[src/rtl/baud_clkgen_pkg.sv]
package baud_clkgen_pkg;

    localparam int NUM_CH      = 2;
    localparam int DIV_W       = 9;
    localparam int CNT_W       = DIV_W + 1;
    localparam int TAP_W       = 3;
    localparam int PRE_W       = 2;
    localparam int ADDR_W      = 3;
    localparam int DATA_W      = 8;
    localparam int NUM_UART    = 2;
    localparam int NUM_TMR     = 3;
    localparam int IDX_W       = $clog2(CNT_W);
    localparam int UART_SRC    = 0;
    localparam int TMR_SRC     = 1;

    // bit positions inside the high control byte
    localparam int CTL_HI_BIT  = 0;
    localparam int CTL_PRE_LSB = 2;
    localparam int CTL_TAP_LSB = 4;
    // bit position of the first timer gate in the standby byte
    localparam int STBY_TMR_LSB = 5;

    localparam logic [ADDR_W-1:0] ADDR_STBY  = ADDR_W'(2 * NUM_CH);
    localparam logic [TAP_W-1:0]  TAP_BYPASS = 3'b101;
    localparam logic [DIV_W-1:0]  DIV_RST    = '1;

    typedef enum logic [PRE_W-1:0] {
        PRE_DIV1 = 2'b00,
        PRE_DIV2 = 2'b01,
        PRE_DIV4 = 2'b10,
        PRE_HALT = 2'b11
    } pre_mode_e;

    typedef struct packed {
        logic [DIV_W-1:0] div;
        pre_mode_e        pre;
        logic [TAP_W-1:0] tap;
    } ch_cfg_t;

    // counter bit picked by a tap code (bypass code handled by caller)
    function automatic logic [IDX_W-1:0] tap_index(input logic [TAP_W-1:0] code);
        case (code)
            3'b000:  return IDX_W'(6);
            3'b001:  return IDX_W'(5);
            3'b010:  return IDX_W'(4);
            3'b011:  return IDX_W'(3);
            3'b100:  return IDX_W'(2);
            3'b110:  return IDX_W'(8);
            3'b111:  return IDX_W'(7);
            default: return IDX_W'(0);
        endcase
    endfunction

    // prescaler step qualifier from the free-running phase counter
    function automatic logic pre_fire(input pre_mode_e m, input logic [PRE_W-1:0] ph);
        case (m)
            PRE_DIV1: return 1'b1;
            PRE_DIV2: return ph[0];
            PRE_DIV4: return &ph;
            default:  return 1'b0;
        endcase
    endfunction

endpackage

[src/rtl/baud_regs.sv]
module baud_regs
    import baud_clkgen_pkg::*;
(
    input  logic                       clk,
    input  logic                       rst,
    input  logic                       wr,
    input  logic [ADDR_W-1:0]          addr,
    input  logic [DATA_W-1:0]          wdata,
    output ch_cfg_t [NUM_CH-1:0]       cfg,
    output logic [NUM_CH-1:0]          reload,
    output logic [NUM_UART-1:0]        stby_uart,
    output logic [NUM_TMR-1:0]         stby_tmr
);

    for (genvar c = 0; c < NUM_CH; c++) begin : g_ch
        localparam logic [ADDR_W-1:0] A_LO = ADDR_W'(2 * c);
        localparam logic [ADDR_W-1:0] A_HI = ADDR_W'(2 * c + 1);

        ch_cfg_t cfg_q;
        logic    reload_q;

        always_ff @(posedge clk) begin
            if (rst) begin
                cfg_q    <= '{div: DIV_RST, pre: PRE_DIV1, tap: '0};
                reload_q <= 1'b0;
            end else begin
                reload_q <= wr && ((addr == A_LO) || (addr == A_HI));
                if (wr && (addr == A_LO)) begin
                    cfg_q.div[DATA_W-1:0] <= wdata;
                end
                if (wr && (addr == A_HI)) begin
                    cfg_q.div[DIV_W-1] <= wdata[CTL_HI_BIT];
                    cfg_q.pre          <= pre_mode_e'(wdata[CTL_PRE_LSB +: PRE_W]);
                    cfg_q.tap          <= wdata[CTL_TAP_LSB +: TAP_W];
                end
            end
        end

        assign cfg[c]    = cfg_q;
        assign reload[c] = reload_q;
    end

    always_ff @(posedge clk) begin
        if (rst) begin
            stby_uart <= '0;
            stby_tmr  <= '0;
        end else if (wr && (addr == ADDR_STBY)) begin
            stby_uart <= wdata[NUM_UART-1:0];
            stby_tmr  <= wdata[STBY_TMR_LSB +: NUM_TMR];
        end
    end

endmodule

[src/rtl/baud_channel.sv]
module baud_channel
    import baud_clkgen_pkg::*;
(
    input  logic    clk,
    input  logic    rst,
    input  ch_cfg_t cfg,
    input  logic    reload,
    output logic    tick
);

    logic [PRE_W-1:0] ph_q;
    logic [CNT_W-1:0] cnt_q;
    logic [CNT_W-1:0] load_val;
    logic             step;
    logic             tap_w;
    logic             prev_q;

    assign load_val = {1'b1, cfg.div};
    assign step     = pre_fire(cfg.pre, ph_q);

    always_comb begin
        if (cfg.tap == TAP_BYPASS) begin
            tap_w = ph_q[0];
        end else begin
            tap_w = cnt_q[tap_index(cfg.tap)];
        end
    end

    always_ff @(posedge clk) begin
        if (rst) begin
            ph_q   <= '0;
            cnt_q  <= {1'b1, DIV_RST};
            prev_q <= 1'b1;
        end else begin
            ph_q   <= ph_q + 2'd1;
            prev_q <= tap_w;
            if (reload) begin
                cnt_q <= load_val;
            end else if (step) begin
                cnt_q <= (&cnt_q) ? load_val : cnt_q + 1'b1;
            end
        end
    end

    assign tick = tap_w & ~prev_q;

endmodule

[src/rtl/baud_clkgen.sv]
module baud_clkgen
    import baud_clkgen_pkg::*;
(
    input  logic        clk,
    input  logic        rst,
    input  logic        reg_wr,
    input  logic [2:0]  reg_addr,
    input  logic [7:0]  reg_wdata,
    output logic        ch0_tick,
    output logic        ch1_tick,
    output logic [1:0]  uart_en,
    output logic [2:0]  tmr_en
);

    ch_cfg_t [NUM_CH-1:0]   cfg_all;
    logic [NUM_CH-1:0]      reload_all;
    logic [NUM_CH-1:0]      tick_all;
    logic [NUM_UART-1:0]    stby_uart_q;
    logic [NUM_TMR-1:0]     stby_tmr_q;
    logic                   uart_ph_q;
    logic                   uart_base;

    baud_regs u_regs (
        .clk       (clk),
        .rst       (rst),
        .wr        (reg_wr),
        .addr      (reg_addr),
        .wdata     (reg_wdata),
        .cfg       (cfg_all),
        .reload    (reload_all),
        .stby_uart (stby_uart_q),
        .stby_tmr  (stby_tmr_q)
    );

    for (genvar c = 0; c < NUM_CH; c++) begin : g_ch
        baud_channel u_ch (
            .clk    (clk),
            .rst    (rst),
            .cfg    (cfg_all[c]),
            .reload (reload_all[c]),
            .tick   (tick_all[c])
        );
    end

    assign ch0_tick = tick_all[0];
    assign ch1_tick = tick_all[1];

    // halve the UART source so the serial ports see every second pulse
    always_ff @(posedge clk) begin
        if (rst) begin
            uart_ph_q <= 1'b0;
        end else if (tick_all[UART_SRC]) begin
            uart_ph_q <= ~uart_ph_q;
        end
    end

    assign uart_base = tick_all[UART_SRC] & uart_ph_q;

    for (genvar u = 0; u < NUM_UART; u++) begin : g_uart
        assign uart_en[u] = uart_base & ~stby_uart_q[u];
    end

    for (genvar t = 0; t < NUM_TMR; t++) begin : g_tmr
        assign tmr_en[t] = tick_all[TMR_SRC] & ~stby_tmr_q[t];
    end

endmodule

[config.mk]
export PLATFORM = sky130hd
export DESIGN_NAME = baud_clkgen
export DESIGN_NICKNAME = d
export VERILOG_FILES = /design/src/rtl/baud_clkgen_pkg.sv /design/src/rtl/baud_regs.sv /design/src/rtl/baud_channel.sv /design/src/rtl/baud_clkgen.sv
export SDC_FILE = /design/constraint.sdc
export NUM_CORES = 1
export LEC_CHECK = 0
export BUFFER_PORTS_ARGS = -buffer_cell sky130_fd_sc_hd__buf_2
export CAP_MARGIN = 20
export CORE_MARGIN = 10
export CORE_UTILIZATION = 50
export DETAILED_ROUTE_END_ITERATION = 10
export PLACE_DENSITY_LB_ADDON = 0.1
export SKIP_CTS_REPAIR_TIMING = 1
export SLEW_MARGIN = 10
export SYNTH_ARGS = -nofsm -noshare
export SYNTH_HDL_FRONTEND = slang
export SYNTH_SLANG_ARGS = --single-unit
export TNS_END_PERCENT = 100
[constraint.sdc]
create_clock -name clk -period 3.3 [get_ports clk]
set_clock_uncertainty 0.15 [all_clocks]
set_input_delay 0.495 -clock clk [delete_from_list [all_inputs] [get_ports clk]]
set_output_delay 0.495 -clock clk [all_outputs]
set_load 0.02 [all_outputs]
==> results of run 1 <==
## kinds of logic (layout without fill, tap and decap cells)
family                   after synthesis  in the layout  synth area share [%]
adder cells (fa/ha/maj)               12             12                  4.66
multiplexers                          28             28                  9.27
AO/OA/AOI/OAI                         87             87                  18.8
flip-flops                            62             62                  38.5
AND/OR/NAND/NOR                      146            146                  24.6
XOR/XNOR                               2              2                 0.543
buffers and inverters                 30             57                  3.61
## path summary, 6_finish.rpt
kind | startpoint | endpoint | slack (ps) | cells past startpoint
min | reg_wdata[7] | u_regs.cfg[12]$_SDFFE_PP1P_ | 260 | 2
max | u_regs.cfg[15]$_SDFFE_PP0P_ | tmr_en[2] | 90 | 10
min reg2reg | u_regs.cfg[27]$_SDFFE_PP1P_ | u_regs.cfg[27]$_SDFFE_PP1P_ | 320 | 1
max reg2reg | u_regs.cfg[0]$_SDFFE_PP0P_ | uart_ph_q$_SDFFE_PP0P_ | 820 | 10
## flip-flops by register name, indices dropped and copies added (netlist names)
| register | count |
|---|---|
| u_regs.cfg | 28 |
| g_ch.u_ch.cnt_q | 20 |
| g_ch.u_ch.ph_q | 4 |
| u_regs.stby_tmr | 3 |
| g_ch.u_ch.prev_q | 2 |
| u_regs.g_ch.reload_q | 2 |
| u_regs.stby_uart | 2 |
| uart_ph_q | 1 |
## report_power, final
part           switching [µW]  internal [µW]  total [µW]  leakage [µW]
registers                 165            866        1030      0.000511
clock network             279            325         604     0.0000914
logic                     534            520        1050      0.000931
## critical path: stages, from the launching register on
cell and delay (ps):
dfxtp_4 380, inv_2 60, ha_4 170, nor2b_4 140, o211ai_4 230, mux2_4 190, nor3b_1 40, or4_1 460
and3_4 230, nor3_4 190, buf_6 140
## layout by cell type (no fill, tap or decap), types with 3 or more instances in the layout
cell      synthesis  routed
a211o_1          19      19
o21bai_1          4       3
buf_2             3      14
nand2_1          10      10
nand3_1          13      13
nand2b_1         13      13
dfxtp_1          62      58
or2_2             5       5
nor3_1            7       6
a41oi_1           3       3
mux2i_1          22      22
ha_1             12      10
clkbuf_8          0      12
nor2_1           48      47
a21o_1            3       3
a211oi_1          4       3
o22ai_1           5       5
nor2b_1          23      23
a21oi_1          20      20
inv_1            13      11
buf_4             0      14
o21ai_0          12      10
mux2_4            0       3
a31oi_1           7       7
## metrics by stage
stage | cell area [µm²] | instances | hold WS, ps | setup TNS, ps
floorplan | 3220 | 367 | 280 | 0
global placement | 3410 | 454 | 306 | 0
detailed placement | 3410 | 454 | 310 | 0
CTS | 3580 | 468 | 246 | -775
global route | 3720 | 471 | 270 | 0
finish | 3720 | 471 | 264 | 0
## per-layer routing
metal	vias to the layer above	wire, µm	global-route usage (%)
met5	-	0	0
met4	0	76	6.96
met3	7	391	3.64
met2	53	3010	20.4
met1	1262	3890	21.2
li1	1367	-	-
## synth_stat cells, types with 2 or more instances
library cell / count
o21bai_1: 4
ha_1: 12
or3_1: 2
a41oi_1: 3
nand2b_1: 13
nor3_2: 3
nor2b_1: 23
and3_1: 2
o211ai_1: 2
a31oi_1: 7
mux2i_1: 22
inv_1: 13
a21o_1: 3
o22ai_1: 5
nand3_1: 13
or2_2: 5
o21ai_0: 12
nor2_1: 48
clkbuf_1: 13
and2_1: 2
a211o_1: 19
nor3_1: 7
nand4b_1: 2
dfxtp_1: 62
nand2_1: 10
mux2_1: 4
buf_2: 3
nor3b_1: 4
a211oi_1: 4
nand4_1: 2
a21oi_1: 20
## final cells by class
cell class,instances,area share [%]
Multi-Input combinational cell,275,52.5
Clock inverter,1,0.134
Clock buffer,13,4.53
Sequential cell,62,33.6
Tap cell,77,2.59
Timing Repair Buffer,30,5.31
Inverter,13,1.31
==> results.md, run 1 <==
* Outcome: finished, final reports clean
* FF/Latch Area at 1250 µm²
* Number of distinct library cells after synthesis at 54
* TritonRoute pass-1 iters at 4
* GPL Wtd Cong at 0.881
* Synth area leader: dfxtp_1
* Core Util, Final at 59.0%
* Number of max-cap violations at 0
* Syn avg cell area at 8.79 µm²
* Worst vdd rail ir drop at 0.399 mV
* Final period util at 97.3%
* Core footprint at 6310 µm²
* Num ports at 21
* PortBufs at 20
* Synth Net Count at 393
* Worst-Margin Slew at 941 ps
* Fraction of registers with async set/reset at 0%
* Area contributors post-synth: dfxtp_1, mux2i_1, nor2_1
* Crit path launch type: flip-flop
* Via count at 2689
* Area Overhead vs Synth at 15.5%
* Die Span Y at 100 µm
* Initial antenna violation count at 0
* Post-synthesis instance total at 367
* H-Tree Level Count at 3
* Post-Syn Area at 3220 µm²
* DIE WIDTH at 100 µm
* CP arrival at 2570 ps
* Largest net degree at the start of global routing at 44
* CTS tree: built
* FILL cells at 592
* DR WL/cell at 15.6 µm
* CP required at 2650 ps
* EDFF count, synth at 0
* Final Power at 2690 µW
* P_leak at 0.00153 µW
* Initial core utilization at 51.1%
* Nets at 417
* First-pass GRT wire length at 12200 µm
* Final Max Tran Viols at 0
* TritonCTS buffer count at 9
* Layout cells sized above 1 at 19.5%
* Vias in the first global route at 2446
* CP Max Fanout at 7
* Die area at 10100 µm²
* Via density per instance at 5.71
* Clock Latency Late Sink at 340 ps
* Seq/Total Area, Yosys at 38.5%
* Routed Antenna Nets at 0
* Unrepaired setup endpoints after global routing: no
* Main synth FF type: dfxtp_1
* # clock sinks at 62
* #FFs+latches synth at 62
* Power Density at 722 nW/µm²
* Fmax at 0.311 GHz
* CTS max path bufs at 2
* DRC errors left at 0
* Max-slew headroom at 37.1%
* Ant diodes at 0
* Final setup viols at 0
* Clk slew on worst S/H paths at 70 ps
* Total wire length at 7370 µm
* Drt first-iter violations at 192
* Clk root buf: clkbuf_8
* Setup WS post-layout at 88.6 ps
* All-Layer GR Usage at 14.9%
* Place WS at 198 ps
* Worst setup path category: flip-flop to primary output
* Fin. Hold Viols at 0
* GR Overflow Total at 0
* Share of Yosys cell area claimed by the top area cell type at 38.5%
* Min Tclk post-route at 3210 ps
* Hold Path Class: input port to flip-flop
* Multi-input logic area at 1960 µm²
* Cell Rows at 29
* Critical Path End Type: primary output
* Yosys Warn Count at 0
* DP HPWL at 5160 µm
Note: power is estimated with default switching activity, not from simulation.
==> inputs of run 2 (changes only) <==
SYNTH_HIERARCHICAL = 1   (was unset)
==> results.md, run 2 <==
* Ant diodes at 0
* Crit-path cells: mux2i_1 -> a211oi_1 -> a211oi_1 -> a21oi_1 -> nand2_1 -> nor2_1 -> buf_2
* WP buf/inv at 1
* Synth Area in Compound Gates at 17.5%
* Clk slew on worst S/H paths at 70 ps
* Largest family of logic cells by synthesized area: simple AND/OR/NAND/NOR gates
* Final period util at 79.9%
* DRC errors left at 0
* EDFF count, synth at 0
* PortBufs at 20
* Max-slew headroom at 34.7%
* Layout cells sized above 1 at 12.5%
* Vias in the first global route at 2573
* H-Tree Level Count at 3
* Unrepaired setup endpoints after global routing: no
* Critical Path End Type: primary output
* CP required at 2650 ps
* Yosys Warn Count at 6
* Crit path launch type: flip-flop
* Worst-Margin Slew at 980 ps
* CP arrival at 1990 ps
* P_leak at 0.00140 µW
* Mux share of post-synthesis cell area at 11.2%
* Largest net degree at the start of global routing at 45
* Most frequent cell after synthesis: dfxtp_1
* Die Span Y at 101 µm
* #FFs+latches synth at 62
* Synth Net Count at 394
* Min Tclk post-route at 2640 ps
* First-pass GRT wire length at 13100 µm
* CP max stage delay at 470 ps
* Worst setup path category: flip-flop to primary output
* Nets at 396
* Clock Latency Late Sink at 340 ps
* Final Max Tran Viols at 0
* CTS tree: built
* Share of Yosys cell area claimed by the top area cell type at 37.6%
* Routed Antenna Nets at 0
* # clock sinks at 62
* CTS max path bufs at 2
* Hold Path Class: input port to flip-flop
* XOR/XNOR Fraction of Synth Area at 0.265%
* Post-Synth Adder-Cell Area at 1.52%
* Worst hold slack at 277 ps
* Clk root buf: clkbuf_8
* Drt first-iter violations at 208
* Total wire length at 7730 µm
* Seq/Total Area, Yosys at 37.6%
* Commonest non-fill, non-tap cell in the layout: dfxtp_1
* All-Layer GR Usage at 15.6%
* GPL Wtd Cong at 0.874
* Number of max-cap violations at 0
* Post-synthesis instance total at 376
* Syn avg cell area at 8.79 µm²
* Core footprint at 6390 µm²
* Num ports at 21
* Max reg flops at 28
* Area Overhead vs Synth at 7.54%
* DIE WIDTH at 101 µm
* Synth area leader: dfxtp_1
* DP HPWL at 5340 µm
* Die area at 10300 µm²
* Via count at 2792
* Crit-path leading delay family: compound AO/OA/AOI/OAI gates
* Area contributors post-synth: dfxtp_1, mux2i_1, nand2b_1
* Synth top cells by count: dfxtp_1, nor2_1, mux2i_1, nand2b_1, a21oi_1
* GR Overflow Total at 0
* Power Density at 797 nW/µm²
* CP dominant cell by count: a211oi_1
* Most frequent cells in the layout: dfxtp_1, nor2_1, mux2i_1, nand2b_1, buf_2
* Initial core utilization at 51.7%
* Fraction of registers with async set/reset at 0%
* CP max-delay cell: dfxtp_1
* Initial antenna violation count at 0
* Post-Syn Area at 3300 µm²
* Worst vdd rail ir drop at 0.442 mV
* CP Max Fanout at 9
* Reg2reg setup slack at 1050 ps
* Via density per instance at 6.07
* Outcome: finished, final reports clean
* Cell Rows at 29
* TritonCTS buffer count at 9
* Fin. Hold Viols at 0
* Post-synthesis simple-gate area fraction at 25.6%
* Number of distinct library cells after synthesis at 51
* Setup TNS at 0 ps
* DR WL/cell at 16.8 µm
* Main synth FF type: dfxtp_1
* Fmax at 0.379 GHz
* TritonRoute pass-1 iters at 4
* Final setup viols at 0
==> run 2: cell types whose count changed in the layout (fill, tap and decap cells not counted), moves of 11 or more <==
| cell | change |
|---|---|
| buf_4 | -11 |
| nor2b_1 | -12 |
| nand2b_1 | +12 |
| a211o_1 | -19 |
| a211oi_1 | +11 |
| mux2i_1 | +15 |
==> run 2: power by group <==
| group | switching (µW) | internal [µW] |
|---|---|---|
| sequential | 195 | 877 |
| clock | 300 | 387 |
| combinational | 567 | 506 |
==> run 2: per-stage QoR <==
stage	std cells	utilization (%)	cell area [µm²]	setup WS, ps	total power [µW]
floorplan	376	-	3300	785	1950
global placement	444	52.5	3350	1080	2130
detailed placement	444	52.5	3350	1040	2140
CTS	460	55.6	3550	657	2820
global route	460	55.6	3550	353	3020
finish	460	55.6	3550	663	2830
==> run 2: path summary, 6_finish.rpt <==
check / from / to / cells past startpoint
setup / recovery: g_ch[0].u_ch/cnt_q[3]$_SDFFE_PP1P_ / uart_en[1] / 7
hold / removal: reg_wdata[7] / u_regs/stby_tmr[2]$_SDFFE_PP0P_ / 3
setup reg to reg: u_regs/g_ch[1].reload_q$_SDFF_PP0_ / g_ch[1].u_ch/cnt_q[7]$_SDFFE_PP1P_ / 4
hold reg to reg: g_ch[1].u_ch/ph_q[0]$_SDFF_PP0_ / g_ch[1].u_ch/ph_q[0]$_SDFF_PP0_ / 1
==> run 2: layout make-up <==
type	instances	area (µm²)
fill	596	2830
multi-input combinational	272	1850
sequential	62	1240
clock buffer	12	155
timing repair buffer	23	123
tap	77	96.3
clock inverter	4	45.0
inverter	10	37.5
==> run 2: per-layer routing <==
metal  vias up  GRT usage (%)  wire (µm)
met4         0           5.57         88
met3         8           3.27        385
met5         -              0          0
met1      1310           24.1       4110
met2        87           20.2       3150
li1       1387              -          -
==> run 2: cells by family after synthesis <==
logic type,after synthesis
buf+inv,42
mux,37
compound gates,82
simple gates,148
xor+xnor,1
flops,62
fa+ha+maj,4
==> run 2: worst register-to-register path, delay by kind of cell, from the launching register on <==
family	cells	cell delay [ps]
AO/OA/AOI/OAI	2	570
buffers and inverters	1	110
AND/OR/NAND/NOR	1	560
flip-flops	1	800
